--- src/rtl/tsw_pkg.sv ---
package tsw_pkg;
  localparam int WORD_W = 32;
  localparam int SEL_W = 16;
  localparam int TI_BIT = 2;
  localparam logic [3:0] TYPE_AVAIL = 4'h9;
  localparam logic [3:0] TYPE_BUSY = 4'hB;
  localparam logic [31:0] DYN_OFF = 32'h20;

  typedef enum logic [2:0] {
    FLT_NONE   = 3'd0,
    FLT_TI     = 3'd1,
    FLT_BUSY   = 3'd2,
    FLT_TYPE   = 3'd3,
    FLT_ABSENT = 3'd4,
    FLT_LIMIT  = 3'd5
  } fault_e;

  typedef enum logic [2:0] {
    S_IDLE, S_SAVE, S_LINK, S_LOAD, S_FIN
  } state_e;
endpackage

--- src/rtl/tsw_desc_check.sv ---
module tsw_desc_check #(
  parameter int LIM_W = 20,
  parameter int MIN_LIMIT = 103
) (
  input  logic [15:0]      sel,
  input  logic [3:0]       dtype,
  input  logic             present,
  input  logic [LIM_W-1:0] limit,
  output tsw_pkg::fault_e  code
);
  import tsw_pkg::*;
  localparam logic [LIM_W-1:0] LIM_MIN = LIM_W'(MIN_LIMIT);

  always_comb begin
    if (sel[TI_BIT])              code = FLT_TI;
    else if (dtype == TYPE_BUSY)  code = FLT_BUSY;
    else if (dtype != TYPE_AVAIL) code = FLT_TYPE;
    else if (!present)            code = FLT_ABSENT;
    else if (limit < LIM_MIN)     code = FLT_LIMIT;
    else                          code = FLT_NONE;
  end
endmodule

--- src/rtl/tsw_save_mux.sv ---
module tsw_save_mux #(
  parameter int NUM_GPR = 8,
  parameter int NUM_SREG = 6,
  parameter int IDX_W = 5
) (
  input  logic [IDX_W-1:0]        idx,
  input  logic [31:0]             eip,
  input  logic [31:0]             eflags,
  input  logic [NUM_GPR*32-1:0]   gpr,
  input  logic [NUM_SREG*16-1:0]  seg,
  output logic [31:0]             word
);
  localparam int GPR_FIRST = 2;
  localparam int SEG_FIRST = GPR_FIRST + NUM_GPR;

  always_comb begin
    word = '0;
    if (idx == IDX_W'(0)) word = eip;
    if (idx == IDX_W'(1)) word = eflags;
    for (int g = 0; g < NUM_GPR; g++)
      if (idx == IDX_W'(GPR_FIRST + g)) word = gpr[g*32 +: 32];
    for (int s = 0; s < NUM_SREG; s++)
      if (idx == IDX_W'(SEG_FIRST + s)) word = {16'h0, seg[s*16 +: 16]};
  end
endmodule

--- src/rtl/tsw_load_bank.sv ---
module tsw_load_bank #(
  parameter int NUM_GPR = 8,
  parameter int NUM_SREG = 6,
  parameter int IDX_W = 5
) (
  input  logic                    clk,
  input  logic                    rst_n,
  input  logic                    cap_en,
  input  logic [IDX_W-1:0]        idx,
  input  logic [31:0]             word,
  output logic [31:0]             eip,
  output logic [31:0]             eflags,
  output logic [NUM_GPR*32-1:0]   gpr,
  output logic [NUM_SREG*16-1:0]  seg,
  output logic [15:0]             ldt,
  output logic [15:0]             iomap,
  output logic                    trap
);
  localparam int GPR_FIRST = 2;
  localparam int SEG_FIRST = GPR_FIRST + NUM_GPR;
  localparam int LDT_IDX = SEG_FIRST + NUM_SREG;
  localparam int CTL_IDX = LDT_IDX + 1;

  always_ff @(posedge clk) begin
    if (!rst_n) begin
      eip <= '0; eflags <= '0; gpr <= '0; seg <= '0;
      ldt <= '0; iomap <= '0; trap <= 1'b0;
    end else if (cap_en) begin
      if (idx == IDX_W'(0)) eip <= word;
      if (idx == IDX_W'(1)) eflags <= word;
      for (int g = 0; g < NUM_GPR; g++)
        if (idx == IDX_W'(GPR_FIRST + g)) gpr[g*32 +: 32] <= word;
      for (int s = 0; s < NUM_SREG; s++)
        if (idx == IDX_W'(SEG_FIRST + s)) seg[s*16 +: 16] <= word[15:0];
      if (idx == IDX_W'(LDT_IDX)) ldt <= word[15:0];
      if (idx == IDX_W'(CTL_IDX)) begin
        trap  <= word[0];
        iomap <= word[31:16];
      end
    end
  end
endmodule

--- src/rtl/tsw_seq.sv ---
module tsw_seq #(
  parameter int NUM_GPR = 8,
  parameter int NUM_SREG = 6,
  parameter int LIM_W = 20,
  parameter int MIN_LIMIT = 103
) (
  input  logic                    clk,
  input  logic                    rst_n,
  input  logic                    start,
  input  logic                    nested,
  input  logic [15:0]             cur_sel,
  input  logic [31:0]             cur_base,
  input  logic [31:0]             cur_eip,
  input  logic [31:0]             cur_eflags,
  input  logic [NUM_GPR*32-1:0]   cur_gpr,
  input  logic [NUM_SREG*16-1:0]  cur_seg,
  input  logic [15:0]             tgt_sel,
  input  logic [3:0]              tgt_type,
  input  logic [LIM_W-1:0]        tgt_limit,
  input  logic                    tgt_present,
  input  logic [31:0]             tgt_base,
  output logic                    mem_valid,
  output logic                    mem_we,
  output logic [31:0]             mem_addr,
  output logic [31:0]             mem_wdata,
  input  logic                    mem_ready,
  input  logic [31:0]             mem_rdata,
  output logic                    busy,
  output logic                    done,
  output logic [2:0]              fault,
  output logic [31:0]             new_eip,
  output logic [31:0]             new_eflags,
  output logic [NUM_GPR*32-1:0]   new_gpr,
  output logic [NUM_SREG*16-1:0]  new_seg,
  output logic [15:0]             new_ldt,
  output logic [15:0]             new_iomap,
  output logic                    dbg_req,
  output logic [3:0]              new_desc_type,
  output logic [3:0]              old_desc_type
);
  import tsw_pkg::*;

  localparam int DYN_WORDS = 2 + NUM_GPR + NUM_SREG;
  localparam int LOAD_WORDS = DYN_WORDS + 2;
  localparam int IDX_W = $clog2(LOAD_WORDS + 1);
  localparam logic [IDX_W-1:0] SAVE_LAST = IDX_W'(DYN_WORDS - 1);
  localparam logic [IDX_W-1:0] LOAD_LAST = IDX_W'(LOAD_WORDS - 1);

  state_e           state_q;
  logic [IDX_W-1:0] idx_q;
  logic [31:0]      cur_base_q, tgt_base_q;
  logic [15:0]      cur_sel_q;
  logic             nested_q;
  fault_e           fault_q;
  fault_e           chk_code;
  logic [31:0]      save_word;
  logic [31:0]      idx_off;
  logic             xfer;
  logic             trap;

  tsw_desc_check #(.LIM_W(LIM_W), .MIN_LIMIT(MIN_LIMIT)) u_chk (
    .sel(tgt_sel), .dtype(tgt_type), .present(tgt_present),
    .limit(tgt_limit), .code(chk_code)
  );

  tsw_save_mux #(.NUM_GPR(NUM_GPR), .NUM_SREG(NUM_SREG), .IDX_W(IDX_W)) u_mux (
    .idx(idx_q), .eip(cur_eip), .eflags(cur_eflags), .gpr(cur_gpr),
    .seg(cur_seg), .word(save_word)
  );

  tsw_load_bank #(.NUM_GPR(NUM_GPR), .NUM_SREG(NUM_SREG), .IDX_W(IDX_W)) u_bank (
    .clk(clk), .rst_n(rst_n), .cap_en(xfer && state_q == S_LOAD),
    .idx(idx_q), .word(mem_rdata),
    .eip(new_eip), .eflags(new_eflags), .gpr(new_gpr), .seg(new_seg),
    .ldt(new_ldt), .iomap(new_iomap), .trap(trap)
  );

  assign idx_off   = DYN_OFF + (32'(idx_q) << 2);
  assign mem_valid = (state_q == S_SAVE) || (state_q == S_LINK) || (state_q == S_LOAD);
  assign xfer      = mem_valid && mem_ready;

  always_comb begin
    mem_we    = 1'b0;
    mem_addr  = '0;
    mem_wdata = '0;
    unique case (state_q)
      S_SAVE: begin
        mem_we = 1'b1; mem_addr = cur_base_q + idx_off; mem_wdata = save_word;
      end
      S_LINK: begin
        mem_we = 1'b1; mem_addr = tgt_base_q; mem_wdata = {16'h0, cur_sel_q};
      end
      S_LOAD: mem_addr = tgt_base_q + idx_off;
      default: ;
    endcase
  end

  always_ff @(posedge clk) begin
    if (!rst_n) begin
      state_q <= S_IDLE;
      idx_q <= '0;
      cur_base_q <= '0;
      tgt_base_q <= '0;
      cur_sel_q <= '0;
      nested_q <= 1'b0;
      fault_q <= FLT_NONE;
    end else begin
      unique case (state_q)
        S_IDLE: if (start) begin
          fault_q <= chk_code;
          if (chk_code == FLT_NONE) begin
            state_q <= S_SAVE;
            idx_q <= '0;
            cur_base_q <= cur_base;
            tgt_base_q <= tgt_base;
            cur_sel_q <= cur_sel;
            nested_q <= nested;
          end
        end
        S_SAVE: if (xfer) begin
          if (idx_q == SAVE_LAST) begin
            idx_q <= '0;
            state_q <= nested_q ? S_LINK : S_LOAD;
          end else idx_q <= idx_q + 1'b1;
        end
        S_LINK: if (xfer) state_q <= S_LOAD;
        S_LOAD: if (xfer) begin
          if (idx_q == LOAD_LAST) state_q <= S_FIN;
          else idx_q <= idx_q + 1'b1;
        end
        S_FIN: state_q <= S_IDLE;
        default: state_q <= S_IDLE;
      endcase
    end
  end

  assign busy          = state_q != S_IDLE;
  assign done          = state_q == S_FIN;
  assign fault         = fault_q;
  assign dbg_req       = done && trap;
  assign new_desc_type = done ? TYPE_BUSY : 4'h0;
  assign old_desc_type = done ? (nested_q ? TYPE_BUSY : TYPE_AVAIL) : 4'h0;
endmodule

--- config.mk ---
export PLATFORM = sky130hd
export DESIGN_NAME = tsw_seq
export DESIGN_NICKNAME = d
export VERILOG_FILES = /design/src/rtl/tsw_pkg.sv /design/src/rtl/tsw_desc_check.sv /design/src/rtl/tsw_save_mux.sv /design/src/rtl/tsw_load_bank.sv /design/src/rtl/tsw_seq.sv
export SDC_FILE = /design/constraint.sdc
export NUM_CORES = 1
export LEC_CHECK = 0
export BUFFER_PORTS_ARGS = -buffer_cell sky130_fd_sc_hd__buf_2
export CORE_AREA = 4 4 430 432
export CTS_BUF_LIST = sky130_fd_sc_hd__clkbuf_8
export CTS_CLUSTER_SIZE = 12
export DETAILED_ROUTE_END_ITERATION = 10
export DIE_AREA = 0 0 434 436
export HOLD_SLACK_MARGIN = 0.15
export PLACE_DENSITY = 0.37
export SLEW_MARGIN = 20
export SYNTH_ARGS = -nofsm -noshare
export SYNTH_HDL_FRONTEND = slang
export SYNTH_HIERARCHICAL = 1
export SYNTH_SLANG_ARGS = --single-unit
--- constraint.sdc ---
create_clock -name clk -period 5.6 [get_ports clk]
set_input_delay 1.68 -clock clk [delete_from_list [all_inputs] [get_ports clk]]
set_output_delay 1.68 -clock clk [all_outputs]
set_load 0.01 [all_outputs]
==> reports/qor.csv <==
metric,value,unit
nets,4602,
antenna_found_initial,35,
hp-start,u_bank/seg[62],
track_usage,15.9,%
clockBufferDepth,3,
power_leakage,17.7,nW
core,181000,um^2
wl_per_cell,24.7,um
synthCells,2961,
max_slew.worst_pin.slew,1.03,ns
numClockSinks,541,
first_global_vias,26900,
grt_overflow_total,0,
synth_cell_types,99,
async_flop_share,0,%
cts_buffers,98,
design_area,36700,um^2
firstDrtPassIters,5,
worstSetupStartpoint,state_q[2],
rows,156,
worstHoldPathType,flip-flop to flip-flop,
synth_area,26100,um^2
clk_pin_slew,0.06,ns
place.gp.congestion,0.871,
synth.avg_cell_area,8.81,um^2
fin_worst_skew,0.0498,ns
synth_seq_area_share,41.5,%
powerDensity,231,nW/um^2
finalCriticalPeriod,5.43,ns
drtIter0Drc,1437,
ys_warn_count,6,
postCtsHoldBufs,0,
wirelength,160000,um
synth_top_area_share,41.5,%
r2r_start,state_q[0],
cp-end-kind,primary output,
status,"finished, final reports clean",
synth_area_leaders,"dfxtp_1 (42%), mux2i_1 (18%), nand2_1 (11%)",
port-buffer-count,1084,
arrival,3.75,ns
grt_max_degree,133,
rsz0062_at_grt,yes,
drv_cap,0,
worstSetupPathType,flip-flop to primary output,
fill_cells,20300,
initial_core_util,14.5,%
total_power,8.48,mW
die_area,189000,um^2
final_hold_viol_count,0,
synth-seq-cells,541,
num_vias,26600,
layout-drive-gt1-share,36.5,%
drc,0,
yosys_most_used_dff,dfxtp_1,
hpwl,124000,um
peakVddDrop,0.000158,V
cts_tree,built,
max_freq,0.184,GHz
syn2layout_area_growth,40.8,%
worst_ep_required_time,3.92,ns
clockRootBuffer,clkbuf_8,
slew_headroom,31.5,%
place_area,34300,um^2
insertion_delay,0.81,ns
via_per_inst,4.10,
synth.largest_area_cell,dfxtp_1,
die_y,436,um
ioPinCount,1102,
ant_nets,0,
start_kind,flip-flop,
utilization,20.3,%
synth_edf_count,0,
fin_crit_sh,97.0,%
die_w,434,um
setup_violations,0,
htree_levels,3,
path_max_fanout,8,
grt_first_pass_wirelength,215000,um
maxSlewViolCount,0,
## stage by stage
step	setup TNS [ns]	hold WS, ns	worst slack [ns]	instances
after floorplan	0	0.434	0.492	2962
after global placement	0	0.441	0.368	6278
after detailed placement	0	0.444	0.398	6278
after CTS	0	0.454	0.0152	6462
after global routing	-0.0343	0.466	-0.0150	6477
final	0	0.453	0.166	6484
## layer usage
metal | up-vias | part of all wire, % | routed length (um) | global-route usage [%]
met1 | 12900 | 35 | 56200 | 15.7
met5 | - | 0.030 | 48 | 0
met2 | 976 | 54 | 85600 | 30.7
met3 | 235 | 6.4 | 10200 | 3.91
met4 | 8 | 4.9 | 7880 | 7.70
li1 | 12500 | - | - | -
## logic make-up (layout without fill, tap and decap cells)
group	after synthesis	after routing	synth area share, %
AND/OR/NAND/NOR	1116	1116	19.4
flip-flops	541	541	41.5
AO/OA/AOI/OAI	501	501	14.1
multiplexers	482	482	18.5
buffers and inverters	296	1427	5.36
adder cells (fa/ha/maj)	12	12	0.604
XOR/XNOR	12	12	0.403
other	1	23	0.0144
## state kept, by name, summed over array words and instances, names as in the netlist
signal / count
nested_q: 1
cur_base_q: 32
cur_sel_q: 16
u_bank/gpr: 256
tgt_base_q: 32
u_bank/ldt: 16
state_q: 3
u_bank/seg: 96
idx_q: 5
u_bank/eflags: 32
u_bank/iomap: 16
u_bank/eip: 32
u_bank/trap: 1
fault: 3
## cell type report
type                    count  area, um^2  area share, %
flip-flops and latches    541       10900           29.5
inverters                  29         109          0.296
diodes                     21        52.6          0.143
repair buffers           1221        6530           17.8
clock inverters            49         358          0.974
clock buffers             128        1760           4.79
multi-input cells        2125       14100           38.4
well taps                2370        2970           8.07
## worst max-delay path: stages, from the launching register on
cell and delay (ns):
dfxtp_2 0.33, buf_6 0.11, nand3b_4 0.18, buf_4 0.19, nand2_1 0.07, nand2_1 0.08
ha_1 0.34, nor2_2 0.11, nor3_2 0.63, nand4_1 0.19, xnor2_1 0.18, o21ai_0 0.36
buf_2 0.22
## cell usage after synthesis (26+ instances only)
cell / instances
a21boi_0: 86
a21oi_1: 110
a22oi_1: 39
and3_1: 27
buf_2: 79
buf_4: 26
clkbuf_1: 146
dfxtp_1: 541
inv_1: 26
mux2i_1: 475
nand2_1: 739
nand3_1: 27
nand4_1: 34
nor2_1: 83
nor3_1: 47
o21ai_0: 27
o22ai_1: 28
## power by group
part	switching (mW)	internal (mW)	leakage (nW)	total, mW
Sequential	0.00568	3.85	4.36	3.86
Combinational	0.341	0.214	12.1	0.555
Clock	1.86	2.21	1.20	4.06
## path summary, 6_finish.rpt
kind	endpoint	slack (ns)	cells after the start
worst min-delay path	u_bank/seg[62]	0.45	2
worst max register to register	idx_q[1]	2.60	7
worst max-delay path	mem_addr[19]	0.17	12
worst min register to register	u_bank/seg[62]	0.45	2
## timing repair
item,4_1_cts,5_1_grt
setup buffers,7,1
cloned,0,0
pin swaps,5,3
resized for setup,38,11
endpoints found under the setup margin,29,21
## cells in the final DEF (no fill, tap or decap), types with 9 or more instances in the layout
master and count:
nor4_1 12, a2bb2oi_1 14, a211oi_1 9, a32o_1 11, nand2_1 728, ha_1 10
a31oi_1 10, nand2_2 11, mux2i_1 475, a222oi_1 16, nor2b_1 19, dfxtp_1 533
nand2b_1 14, nor2_1 76, nand3_1 27, a21boi_0 86, a221oi_1 13, diode_2 21
and3_1 24, o211ai_1 10, nand4_1 34, buf_2 1083, nand3b_1 19, inv_1 58
a22o_1 22, clkbuf_8 128, nor3_2 26, buf_4 130, a22oi_1 39, nor3_1 43
o22ai_1 28, o21ai_0 26, o221a_1 10, o221ai_1 10, a21oi_1 105
(Power assumes the default switching activity.)
